## config.mk

```make
export PLATFORM = sky130hd
export DESIGN_NAME = sft_line_timer
export DESIGN_NICKNAME = d
export VERILOG_FILES = /design/src/rtl/sft_pkg.sv /design/src/rtl/sft_target.sv /design/src/rtl/sft_arm.sv /design/src/rtl/sft_counter.sv /design/src/rtl/sft_line_timer.sv
export SDC_FILE = /design/constraint.sdc
export NUM_CORES = 1
export LEC_CHECK = 0
export ABC_CLOCK_PERIOD_IN_PS = 2720
export BUFFER_PORTS_ARGS = -buffer_cell sky130_fd_sc_hd__buf_2
export CAP_MARGIN = 20
export CORE_MARGIN = 2
export CORE_UTILIZATION = 35
export DETAILED_ROUTE_END_ITERATION = 7
export HOLD_SLACK_MARGIN = 0.1
export SKIP_LAST_GASP = 1
export SYNTH_ARGS = -nofsm -noshare
export SYNTH_HDL_FRONTEND = slang
export SYNTH_SLANG_ARGS = --single-unit
```

## constraint.sdc

```tcl
create_clock -name clk -period 2.72 [get_ports clk]
set_clock_uncertainty 0.05 [all_clocks]
set_input_delay 0.136 -clock clk [delete_from_list [all_inputs] [get_ports clk]]
set_output_delay 0.136 -clock clk [all_outputs]
set_load 0.05 [all_outputs]
```

## src/rtl/sft_pkg.sv

```systemverilog
package sft_pkg;

  // Largest wait, in half-bit ticks, over all settings and defaults.
  function automatic int half_target_max(input int cfg_w, input int d_new,
                                         input int d_own, input int d_retry);
    int m;
    m = 2 * ((1 << cfg_w) - 1) - 1;
    if (2 * d_new > m) m = 2 * d_new;
    if (2 * d_own > m) m = 2 * d_own;
    if (2 * d_retry > m) m = 2 * d_retry;
    return m;
  endfunction

  typedef enum logic [1:0] {
    WAIT_NEW   = 2'd0,
    WAIT_OWN   = 2'd1,
    WAIT_RETRY = 2'd2
  } default_wait_e;

endpackage

```

## src/rtl/sft_target.sv

```systemverilog
// Selects the wait length in half-bit ticks from the setting and context flags.
module sft_target #(
  parameter int CFG_W     = 3,
  parameter int DEF_NEW   = 5,
  parameter int DEF_OWN   = 7,
  parameter int DEF_RETRY = 3,
  parameter int CNT_W     = 4
) (
  input  logic [CFG_W-1:0] cfg,
  input  logic             own_last,
  input  logic             retry,
  output logic [CNT_W-1:0] target
);
  import sft_pkg::*;

  localparam logic [CNT_W-1:0] T_NEW   = CNT_W'(2 * DEF_NEW);
  localparam logic [CNT_W-1:0] T_OWN   = CNT_W'(2 * DEF_OWN);
  localparam logic [CNT_W-1:0] T_RETRY = CNT_W'(2 * DEF_RETRY);

  default_wait_e    kind;
  logic [CNT_W-1:0] n_ext;

  always_comb begin
    if (retry)         kind = WAIT_RETRY;
    else if (own_last) kind = WAIT_OWN;
    else               kind = WAIT_NEW;
  end

  always_comb begin
    n_ext = CNT_W'(cfg);
    if (cfg != '0) begin
      target = (n_ext << 1) - CNT_W'(1);
    end else begin
      case (kind)
        WAIT_RETRY: target = T_RETRY;
        WAIT_OWN:   target = T_OWN;
        default:    target = T_NEW;
      endcase
    end
  end

endmodule

```

## src/rtl/sft_arm.sv

```systemverilog
// Decodes which event arms the timer, according to the start option.
module sft_arm (
  input  logic start_opt,
  input  logic tx_start_req,
  input  logic tx_end,
  input  logic rx_end,
  output logic arm
);
  always_comb begin
    if (start_opt) arm = tx_end | rx_end;
    else           arm = tx_start_req;
  end
endmodule

```

## src/rtl/sft_counter.sv

```systemverilog
// Half-bit counter with captured target and registered free flag.
module sft_counter #(
  parameter int CNT_W = 4
) (
  input  logic             clk,
  input  logic             rst,
  input  logic             arm,
  input  logic             tx_begin,
  input  logic             half_tick,
  input  logic             line_level,
  input  logic [CNT_W-1:0] target_in,
  output logic             line_free
);
  logic             armed;
  logic [CNT_W-1:0] cnt;
  logic [CNT_W-1:0] tgt;
  logic [CNT_W-1:0] cnt_nx;

  assign cnt_nx = cnt + CNT_W'(1);

  always_ff @(posedge clk) begin
    if (rst) begin
      armed     <= 1'b0;
      cnt       <= '0;
      tgt       <= '0;
      line_free <= 1'b0;
    end else if (tx_begin) begin
      armed     <= 1'b0;
      cnt       <= '0;
      line_free <= 1'b0;
    end else if (arm) begin
      armed     <= 1'b1;
      cnt       <= '0;
      tgt       <= target_in;
      line_free <= 1'b0;
    end else if (armed && !line_free) begin
      if (!line_level) begin
        cnt <= '0;
      end else if (half_tick) begin
        cnt <= cnt_nx;
        if (cnt_nx == tgt) line_free <= 1'b1;
      end
    end
  end
endmodule

```

## src/rtl/sft_line_timer.sv

```systemverilog
module sft_line_timer #(
  parameter int CFG_W     = 3,
  parameter int DEF_NEW   = 5,
  parameter int DEF_OWN   = 7,
  parameter int DEF_RETRY = 3
) (
  input  logic             clk,
  input  logic             rst,
  input  logic [CFG_W-1:0] sft_cfg,
  input  logic             start_opt,
  input  logic             tx_start_req,
  input  logic             tx_end,
  input  logic             rx_end,
  input  logic             half_tick,
  input  logic             line_level,
  input  logic             own_last,
  input  logic             retry,
  input  logic             tx_begin,
  output logic             line_free
);
  localparam int MAX_T = sft_pkg::half_target_max(CFG_W, DEF_NEW, DEF_OWN, DEF_RETRY);
  localparam int CNT_W = $clog2(MAX_T + 1);

  logic             arm;
  logic [CNT_W-1:0] target;

  sft_arm u_arm (
    .start_opt    (start_opt),
    .tx_start_req (tx_start_req),
    .tx_end       (tx_end),
    .rx_end       (rx_end),
    .arm          (arm)
  );

  sft_target #(
    .CFG_W(CFG_W), .DEF_NEW(DEF_NEW), .DEF_OWN(DEF_OWN),
    .DEF_RETRY(DEF_RETRY), .CNT_W(CNT_W)
  ) u_target (
    .cfg      (sft_cfg),
    .own_last (own_last),
    .retry    (retry),
    .target   (target)
  );

  sft_counter #(.CNT_W(CNT_W)) u_counter (
    .clk        (clk),
    .rst        (rst),
    .arm        (arm),
    .tx_begin   (tx_begin),
    .half_tick  (half_tick),
    .line_level (line_level),
    .target_in  (target),
    .line_free  (line_free)
  );
endmodule

```

==> impl_metrics.json <==
{
  "fp.dieW_um": 44.2,
  "crit_fanout": 3,
  "count_of_flip_flops_with_a_built_in_enable_after_synthesis": 0,
  "synthMostInstantiatedCell": "sky130_fd_sc_hd__nor2_1",
  "setup_violations": 0,
  "yosys-top-cells-count": "11 x sky130_fd_sc_hd__nor2_1, 10 x sky130_fd_sc_hd__dfxtp_1, 5 x sky130_fd_sc_hd__a21oi_1",
  "finalWeightedCongestion": 0.791,
  "sequential_share_of_the_synthesized_area_pct": 35.5,
  "reg2reg_setup_slack_ps": 1360,
  "comb_power_share_pct": 14.6,
  "floorplan.die.height_um": 44.2,
  "relative_contribution_of_sequential_cells_to_total_power_pct": 45.6,
  "pin_count_of_the_biggest_net_entering_global_routing": 7,
  "worstRegToRegCells": 3,
  "postSynth.asyncResetShare_pct": 0,
  "slew_headroom_pct": 76.9,
  "num_antenna_cells": 0,
  "ys_ff_latch": 10,
  "timing.critical_path.from_type": "input port",
  "final_area_sq_um": 721,
  "total_leakage_power_nw": 0.320,
  "via_count_of_the_first_global_routing_pass": 533,
  "post_synth_instance_area_sq_um": 564,
  "routed_via_density": 5.01,
  "grt_setup_unrepaired": "false",
  "rr_endpoint": "u_counter.tgt[1]",
  "cts_repair_resized_insts": 0,
  "finalMaxSlewViolations": 0,
  "internal_power_uw": 260,
  "cts_buffers": 3,
  "holdCritPathClass": "in2reg",
  "synth_top_flop_cell": "sky130_fd_sc_hd__dfxtp_1",
  "vias": 511,
  "power_per_cell_area_nw_per_um2": 476,
  "worst_path_class_setup": "in2reg",
  "num-nets-final": 104,
  "detail_route.drc_violations": 0,
  "synth_top_cell_area_share_pct": 35.5,
  "layout-area-overhead-vs-synth_pct": 27.7,
  "io_pins": 15,
  "hold_ws_ps": 120,
  "cts_max_level": 1,
  "hold-path-endpoint": "u_counter.armed",
  "clockBufferDepth": 2,
  "final_min_period_over_clock_period_pct": 68.7,
  "drv.max_cap_violation_count": 0,
  "grt_pass1_wl_mm": 2.06,
  "wl_per_cell_um": 10.6,
  "number_of_placement_rows": 14,
  "post_cts.repair.setup_buffers": 0,
  "worst-endpoint-arrival_ps": 2030,
  "clock_insertion_delay_worst_skew_ps": 270,
  "setup_tns_ps": 0,
  "timing_hold_violations_final": 0,
  "switching_share_pct": 24.2,
  "netlist-cell-type-count": 25,
  "cts_tree": "built",
  "ys_warn_count": 0,
  "globalRoute.totalOverflow": 0,
  "layout-drive-gt1-share_pct": 23.3,
  "number_of_antenna_violations_at_the_first_check_in_global_routing": 0,
  "post_synth_inst_count": 65,
  "run_status": "finished clean",
  "postPlaceCellArea_sq_um": 654,
  "setup_slack_ps": 851,
  "post-synth-top-area-cell": "sky130_fd_sc_hd__dfxtp_1",
  "max_slew.worst_pin.slew_ps": 346,
  "drtPass1Iterations": 4,
  "finish.utilization_pct": 47.8,
  "postCtsHoldBufs": 3,
  "total_switching_power_uw": 82.9,
  "post_synth_net_total": 82,
  "dieArea_sq_um": 1950,
  "leading_cell_types_by_total_area_after_synthesis": "sky130_fd_sc_hd__dfxtp_1 35%, sky130_fd_sc_hd__nor2_1 7.3%, sky130_fd_sc_hd__mux2i_1 7.1%",
  "first_drt_iteration_drcs": 6,
  "vdd.ir_drop.worst_mv": 0.297,
  "post_synth.cell_area_avg_sq_um": 8.68,
  "min_delay_path_depth": 3,
  "final_worst_path_period_need_ps": 1870,
  "cts.sinks": 10,
  "grt.total_usage_pct": 14.3,
  "worstPathRequired_ps": 2880,
  "clock_power_share_pct": 39.8,
  "worst_hold_startpoint": "tx_begin",
  "initial_core_utilization_pct": 37.5,
  "drt-total-wl_mm": 1.09,
  "dp_slack_ps": 1440,
  "rr_startpoint": "u_counter.tgt[1]",
  "estimated_wirelength_of_the_detail_placed_design_um": 864,
  "cts.root.buffer_cell": "sky130_fd_sc_hd__clkbuf_4",
  "clk_pin_slew_ps": 70,
  "fmaxAchievable_mhz": 535,
  "route.antenna.remaining_nets": 0,
  "coreArea_sq_um": 1510,
  "portBuffers": 14,
  "worstSetupEndpointType": "flop"
}
worst max-delay path, stage by stage:
cell	delay, ps
sky130_fd_sc_hd__dlygate4sd3_1	530
sky130_fd_sc_hd__buf_2	130
sky130_fd_sc_hd__inv_1	70
sky130_fd_sc_hd__ha_1	190
sky130_fd_sc_hd__nand2b_1	110
sky130_fd_sc_hd__a311oi_1	290
sky130_fd_sc_hd__dlygate4sd3_1	590
worst max path at each step:
| stage | from | end | slack [ps] | cells past startpoint |
|---|---|---|---|---|
| 5_1_grt | sft_cfg[0] | u_counter.tgt[1] | 770 | 7 |
| 6_report | sft_cfg[0] | u_counter.tgt[1] | 850 | 7 |
| 2_1_floorplan | u_counter.line_free | u_counter.cnt[3] | 1320 | 3 |
| 3_3_place_gp | u_counter.cnt[0] | u_counter.line_free | 1460 | 5 |
| 4_1_cts | sft_cfg[0] | u_counter.tgt[1] | 900 | 7 |
| 3_5_place_dp | u_counter.cnt[0] | u_counter.line_free | 1440 | 5 |
metal layers:
metal	vias to the layer above	track usage (%)	routed length (um)
li1	269	-	-
met1	228	16.3	485
met2	12	24.4	544
met3	2	2.45	42
met4	0	9.70	14
met5	-	0	0
power by group through the flow:
stage / Sequential [mW] / Clock, mW / Combinational, mW
after global routing: 0.157 / 0.151 / 0.0571
after global placement: 0.160 / 0 / 0.0457
after floorplan: 0.158 / 0 / 0.0293
final: 0.156 / 0.136 / 0.0499
after CTS: 0.156 / 0.142 / 0.0501
after detailed placement: 0.160 / 0 / 0.0462
layout by cell type (no fill, tap or decap), drive strengths merged, types with 4 or more instances in the layout:
| cell type | n |
|---|---|
| dfxtp | 10 |
| nor2 | 12 |
| mux2i | 4 |
| inv | 4 |
| clkbuf | 4 |
| xnor2 | 4 |
| a21oi | 5 |
| buf | 14 |
cell type report:
cell class	instances	area (sq um)
fill	153	786
multi-input combinational	51	349
sequential	10	200
timing repair buffer	17	100
clock buffer	4	36.3
tap	16	20.0
inverter	4	15.0
cell families after synthesis:
logic type               synth area share (%)
flip-flops                               35.5
AO/OA/AOI/OAI                            17.3
buffers and inverters                    2.66
AND/OR/NAND/NOR                          21.5
XOR/XNOR                                 9.31
adder cells (fa/ha/maj)                  6.65
multiplexers                             7.10
flip-flops by register name (all words and copies together), names as in the netlist:
name / cells
u_counter.armed: 1
u_counter.cnt: 4
u_counter.line_free: 1
u_counter.tgt: 4
per-stage QoR:
step | std cells | total power, mW
after floorplan | 65 | 0.188
after global placement | 95 | 0.205
after detailed placement | 95 | 0.206
after CTS | 102 | 0.348
after global routing | 102 | 0.366
final | 102 | 0.343
Note: power is estimated with default switching activity, not from simulation.
